## src/rtl/quad_wiper_ctrl.sv

```systemverilog
module quad_wiper_ctrl #(
  parameter int          NCH      = 4,
  parameter int          NREG     = 4,
  parameter int          W        = 8,
  parameter logic [7:0]  DREG_RST = 8'h00
) (
  input  logic                        clk,
  input  logic                        rst_n,
  input  logic                        cmd_valid,
  output logic                        cmd_ready,
  input  logic [1:0]                  cmd_op,
  input  logic [$clog2(NCH)-1:0]      cmd_ch,
  input  logic [$clog2(NREG)-1:0]     cmd_reg,
  input  logic [W-1:0]                cmd_data,
  input  logic                        cmd_up,
  input  logic [$clog2(NCH)-1:0]      rd_ch,
  input  logic [$clog2(NREG)-1:0]     rd_reg,
  output logic [W-1:0]                rd_wiper,
  output logic [W-1:0]                rd_dreg,
  output logic [NCH*(1<<W)-1:0]       tap_sel
);
  localparam int          TAPS  = 1 << W;
  localparam logic [W-1:0] WMAX = {W{1'b1}};
  localparam logic [1:0]  OP_WR   = 2'b00;
  localparam logic [1:0]  OP_DREG = 2'b01;
  localparam logic [1:0]  OP_XFR  = 2'b10;
  localparam logic [1:0]  OP_STEP = 2'b11;

  logic [NCH-1:0][W-1:0]            wiper_q;
  logic [NCH-1:0][NREG-1:0][W-1:0]  dreg_q;
  logic                             init_q;
  logic                             fire;

  assign cmd_ready = rst_n && !init_q;
  assign fire      = cmd_valid && cmd_ready;
  assign rd_wiper  = wiper_q[rd_ch];
  assign rd_dreg   = dreg_q[rd_ch][rd_reg];

  always_ff @(posedge clk) begin
    if (!rst_n) begin
      init_q  <= 1'b1;
      wiper_q <= '0;
      for (int c = 0; c < NCH; c++)
        for (int r = 0; r < NREG; r++)
          dreg_q[c][r] <= DREG_RST[W-1:0];
    end else if (init_q) begin
      init_q <= 1'b0;
      for (int c = 0; c < NCH; c++)
        wiper_q[c] <= dreg_q[c][0];
    end else if (fire) begin
      case (cmd_op)
        OP_WR:   wiper_q[cmd_ch] <= cmd_data;
        OP_DREG: dreg_q[cmd_ch][cmd_reg] <= cmd_data;
        OP_XFR:  wiper_q[cmd_ch] <= dreg_q[cmd_ch][cmd_reg];
        default: begin
          if (cmd_up && wiper_q[cmd_ch] != WMAX)
            wiper_q[cmd_ch] <= wiper_q[cmd_ch] + 1'b1;
          else if (!cmd_up && wiper_q[cmd_ch] != '0)
            wiper_q[cmd_ch] <= wiper_q[cmd_ch] - 1'b1;
        end
      endcase
    end
  end

  for (genvar c = 0; c < NCH; c++) begin : g_tap
    assign tap_sel[c*TAPS +: TAPS] = {{(TAPS-1){1'b0}}, 1'b1} << wiper_q[c];

    a_r9_one_tap: assert property (@(posedge clk) disable iff (!rst_n)
      $countones(tap_sel[c*TAPS +: TAPS]) == 1);
  end

  a_r2_powerup_load: assert property (@(posedge clk) disable iff (!rst_n)
    init_q |=> wiper_q[0] == $past(dreg_q[0][0]) && wiper_q[NCH-1] == $past(dreg_q[NCH-1][0]));

  a_r4_direct: assert property (@(posedge clk) disable iff (!rst_n)
    (fire && cmd_op == OP_WR) |=> wiper_q[$past(cmd_ch)] == $past(cmd_data));

  a_r6_copy: assert property (@(posedge clk) disable iff (!rst_n)
    (fire && cmd_op == OP_XFR) |=> wiper_q[$past(cmd_ch)] == $past(dreg_q[cmd_ch][cmd_reg]));

  a_r7_step_up: assert property (@(posedge clk) disable iff (!rst_n)
    (fire && cmd_op == OP_STEP && cmd_up && wiper_q[cmd_ch] != WMAX)
      |=> wiper_q[$past(cmd_ch)] == $past(wiper_q[cmd_ch]) + 1'b1);

  a_r8_no_overflow: assert property (@(posedge clk) disable iff (!rst_n)
    (fire && cmd_op == OP_STEP && cmd_up && wiper_q[cmd_ch] == WMAX)
      |=> wiper_q[$past(cmd_ch)] == WMAX);

  a_r8_no_underflow: assert property (@(posedge clk) disable iff (!rst_n)
    (fire && cmd_op == OP_STEP && !cmd_up && wiper_q[cmd_ch] == '0)
      |=> wiper_q[$past(cmd_ch)] == '0);

  a_r5_store_keeps_wiper: assert property (@(posedge clk) disable iff (!rst_n)
    (fire && cmd_op == OP_DREG) |=> $stable(wiper_q));

  a_r3_idle_keeps_state: assert property (@(posedge clk) disable iff (!rst_n)
    (!fire && !init_q) |=> $stable(wiper_q) && $stable(dreg_q));
endmodule

```

## config.mk

```make
export PLATFORM = sky130hd
export DESIGN_NAME = quad_wiper_ctrl
export DESIGN_NICKNAME = d
export VERILOG_FILES = /design/src/rtl/quad_wiper_ctrl.sv
export SDC_FILE = /design/constraint.sdc
export NUM_CORES = 1
export LEC_CHECK = 0
export ABC_AREA = 1
export BUFFER_PORTS_ARGS = -buffer_cell sky130_fd_sc_hd__buf_2
export CORE_AREA = 2 2 413 415
export DETAILED_ROUTE_END_ITERATION = 10
export DIE_AREA = 0 0 415 417
export HOLD_SLACK_MARGIN = 0.02
export PLACE_DENSITY = 0.38
export SYNTH_ARGS = -nofsm -noshare
export SYNTH_HDL_FRONTEND = slang
export SYNTH_SLANG_ARGS = --single-unit
```

## constraint.sdc

```tcl
create_clock -name clk -period 3.6 [get_ports clk]
set_input_delay 1.08 -clock clk [delete_from_list [all_inputs] [get_ports clk]]
set_output_delay 1.08 -clock clk [all_outputs]
set_load 0.005 [all_outputs]
```

-- After elaboration in Yosys (flattened, before gate mapping)
Cells that the tools add are included.
- bits in registers: 161
- input bits: 22
- output and inout bits: 1041
- word-level logic and storage cells: 81
- add/subtract/negate cells: 2
- $lt $le $gt $ge: 6
- eq/ne operators: 4
- shifts and indexed selects: 4
- muxes and demuxes: 29
- bitwise gates (word level): 1
- reduce and logical (&&, ||, !) cells: 14
- operator list (kind ; count):
    1-bit by 8-bit left shift with 256-bit output, first input constant ; 4
    32-bit two-way mux ; 7
    32-bit binary-select mux with 2-bit select ; 2
    128-bit bitwise mux ; 1
    32-bit bitwise mux ; 4
    32-bit one-hot mux with 3 select lines ; 1
    8-bit binary-select mux with 2-bit select ; 4
    32-bit demux with 2-bit select ; 1
    8-bit two-way mux ; 6
    8-bit demux with 2-bit select ; 2
    2-bit by 3-bit less-than comparator with 1-bit output, second input constant ; 4
    8-bit by 1-bit adder with 8-bit output, second input constant ; 1
    8-bit inequality test, second input constant ; 1
    8-bit nonzero test ; 1
    8-bit by 1-bit subtractor with 8-bit output, second input constant ; 1
    1-bit logical AND ; 6
    3-bit AND reduction ; 2
    5-bit nonzero test ; 1
    2-bit by 1-bit >= comparator with 1-bit output, second input constant ; 2
    2-bit by 1-bit equality test with 1-bit output, second input constant ; 1
    2-bit equality test, second input constant ; 1
    1-bit logical NOT ; 2
    2-bit logical NOT ; 1
    2-bit inequality test, second input constant ; 1
    other kinds (3) ; 3

-- Longest topological paths before layout
- depth after elaboration: 10
- depth in mapped cells: 20
- gate-level depth less buffers: 17

-- Least setup slack after synthesis
No wires, ideal clock.
- path type: input-to-output
- start point: input port rd_ch[0]
- end point: output port rd_wiper[5]
- arrival: 2214 ps
- data required time: 2520 ps
- slack: 306 ps
- stages on the path: 6
- path buffers: 3
- cell sequence: inv_1 > clkbuf_1 > clkbuf_1 > buf_1 > a21oi_1 > a21oi_1
- word-level cells in the longest chain between the ends: 2
- ends and longest elaborated chain (what ; line ; text):
    from (decl) ; 16 ; input logic [$clog2(NCH)-1:0] rd_ch,
    8-bit binary-select mux with 2-bit select ; 36 ; assign rd_wiper = wiper_q[rd_ch];
    8-bit two-way mux (implied by the code) ; 36 ;
    to (decl) ; 18 ; output logic [W-1:0] rd_wiper,
Every way passes these cells. The select of a mux whose other input is x is not followed.

-- Worst setup path after layout
Same ends and word-level chain as after synthesis.

==> reports/results.tsv <==
metric	value	unit
Peak VDD IR	0.380	mV
H-tree depth	4	
Synth cell types	33	
Slew headroom	0.301	
hold buffer count at CTS	0	
Syn Inst Count	3822	
Final Skew	15.2	ps
worst slack at placement	-189	ps
status	completed	
critical path arrival	2450	ps
Worst-path clk slew	60	ps
P&R area growth vs syn	51.0	%
commonest cells after routing, fill and taps aside	nor2_1 (1,100), buf_2 (1,058), nand2_1 (628)	
Net Count, Synth	3847	
post-synthesis average cell area	5.08	sq um
# placed instances	6940	
drt drc	0	
Clock Root Buffer	clkbuf_16	
crit-path max cell delay	290	ps
die area	173000	sq um
worst path required time	2520	ps
Worst Hold Class	reg -> reg	
max frequency	0.283	GHz
total global-route track usage	0.191	
Core Region	169000	sq um
total CTS buffers	17	
Pwr Total	6.09	mW
layout cell share with drive strength beyond 1	0.314	
Post-DRT Antenna Nets	0	
maxcap violations	0	
Vias	31600	
GPL Wtd Cong	0.901	
slowest stage cell on the critical path	a21oi_1	
worst slew pin tran	1050	ps
wire length per cell	25.2	microns
Detail Placement HPWL	139	mm
Area after DPL	28300	sq um
initial antenna violation count	16	
first-pass GRT wire length	238	mm
Die H	417	microns
min cycle time layout	3530	ps
initial DRC count	2903	
Sequential Area	3270	sq um
post-synthesis sequential area ratio	0.166	
PnR worst setup slack	69.9	ps
Worst path top cell family by delay	buffers and inverters	
Bufs and invs on worst path	5	
clk sinks	161	
number of synthesized flops with an enable pin	0	
post-route insts no fill	7000	
Post-Route WL	177	mm
CP Max Fanout	32	
final period utilization	0.981	
Die W	415	microns
Main synth FF type	dfxtp_1	
vias in the first global route	28800	
Synth Warn #	0	
Final #Nets	4786	
Final Hold Violating Endpoints	0	
crit path cell chain	buf_2, inv_4, buf_12, o21ai_0, a21oi_1, a21oi_1, buf_4, buf_2	
global route overflow	0	
Final Core Density	0.174	
IO Count	1063	
Synth async-reset ratio	0	
fillers	19900	
clk buf depth	2	
crit path launch type	input pin	
Final setup viols	0	
worst-skew pair later-pin latency	480	ps
Critical Path End Type	output pin	
PwrDens	208	nW/um^2
DR pass1 iterations	6	
Slew Viols, Final	0	
initial core utilization	0.115	
FF+latch count, synth	161	
FP Rows	151	
Port Buffer Count	1062	
vias per cell	4.51	
largest net degree at the start of global routing	160	
RSZ-0062 raised after global routing	false	
commonest non-fill, non-tap cell in the layout	nor2_1	
netlist area before placement	19400	sq um
leakage power	14.8	nW
Setup CP Type	in -> out	
CTS tree	yes	
post-route cell area	29300	sq um
multi-input logic area	14100	sq um
==> through the flow <==
stage	setup TNS [ps]	hold WS [ps]
2_1_floorplan	0	434
3_3_place_gp	-202	452
3_5_place_dp	-229	456
4_1_cts	-74.8	467
5_1_grt	0	498
6_report	0	467
==> final timing paths <==
kind / cells past startpoint / slack, ps / endpoint / start
setup / recovery: 8 / 70 / rd_wiper[5] / rd_ch[0]
hold / removal: 2 / 470 / dreg_q[104]$_SDFFE_PN0P_ / dreg_q[104]$_SDFFE_PN0P_
setup reg to reg: 16 / 950 / wiper_q[21]$_SDFFE_PN0P_ / wiper_q[1]$_SDFFE_PN0P_
hold reg to reg: 2 / 470 / dreg_q[104]$_SDFFE_PN0P_ / dreg_q[104]$_SDFFE_PN0P_
==> where the power goes <==
| group | internal, mW | switching (mW) | leakage (nW) |
|---|---|---|---|
| sequential | 1.82 | 0.0796 | 1.31 |
| clock | 0.893 | 0.872 | 0.261 |
| combinational | 0.586 | 1.84 | 13.3 |
==> Yosys cell counts, drive strengths merged (70+ instances only) <==
| cell | n | area, sq um |
|---|---|---|
| o21ai | 271 | 1360 |
| nand4 | 387 | 2420 |
| nor3 | 70 | 367 |
| inv | 145 | 544 |
| dfxtp | 161 | 3220 |
| nand3 | 268 | 1350 |
| a21oi | 256 | 1280 |
| clkbuf | 295 | 1110 |
| buf | 124 | 578 |
| nor2 | 1139 | 4310 |
| nand2 | 646 | 2500 |
==> what timing repair did <==
action | in CTS | in global routing
cloned | 2 | 2
setup endpoints to repair | 196 | 79
pin swaps | 2 | 4
gates resized for setup | 49 | 23
setup buffers | 11 | 5
endpoints found under the hold margin | 0 | 0
==> cell type report <==
| type | instances | area share |
|---|---|---|
| Multi-Input combinational cell | 3077 | 0.479 |
| Antenna cell | 9 | 0.000768 |
| Clock buffer | 19 | 0.0148 |
| Inverter | 165 | 0.0224 |
| Sequential cell | 161 | 0.111 |
| Tap cell | 2218 | 0.0946 |
| Timing Repair Buffer | 1339 | 0.273 |
| Clock inverter | 12 | 0.00341 |
==> per-layer routing <==
| layer | global-route usage | vias up | wire length, microns |
|---|---|---|---|
| li1 | - | 14600 | - |
| met1 | 0.232 | 15200 | 71900 |
| met2 | 0.335 | 1486 | 87100 |
| met3 | 0.0304 | 210 | 9990 |
| met4 | 0.0740 | 4 | 7550 |
| met5 | 0 | - | 28 |
==> flip-flops by register name, indices dropped and copies added (netlist names) <==
name / flops
dreg_q: 128
wiper_q: 32
init_q: 1
==> worst reg2reg max path: cells and delay by family (launching register included) <==
family	cells	cell delay, ps
simple gates	11	1280
compound gates	1	140
fa+ha+maj	1	200
buf+inv	3	390
flops	1	530
==> cell families (layout without fill, tap and decap cells) <==
kind of cell / after synthesis / count (layout) / share of synthesized area
other cells: 0 / 9 / 0
xor+xnor: 1 / 1 / 0.000451
compound gates: 554 / 554 / 0.147
buf+inv: 584 / 1535 / 0.119
fa+ha+maj: 3 / 3 / 0.00193
simple gates: 2519 / 2519 / 0.566
flops: 161 / 161 / 0.166
(Power assumes the default switching activity.)
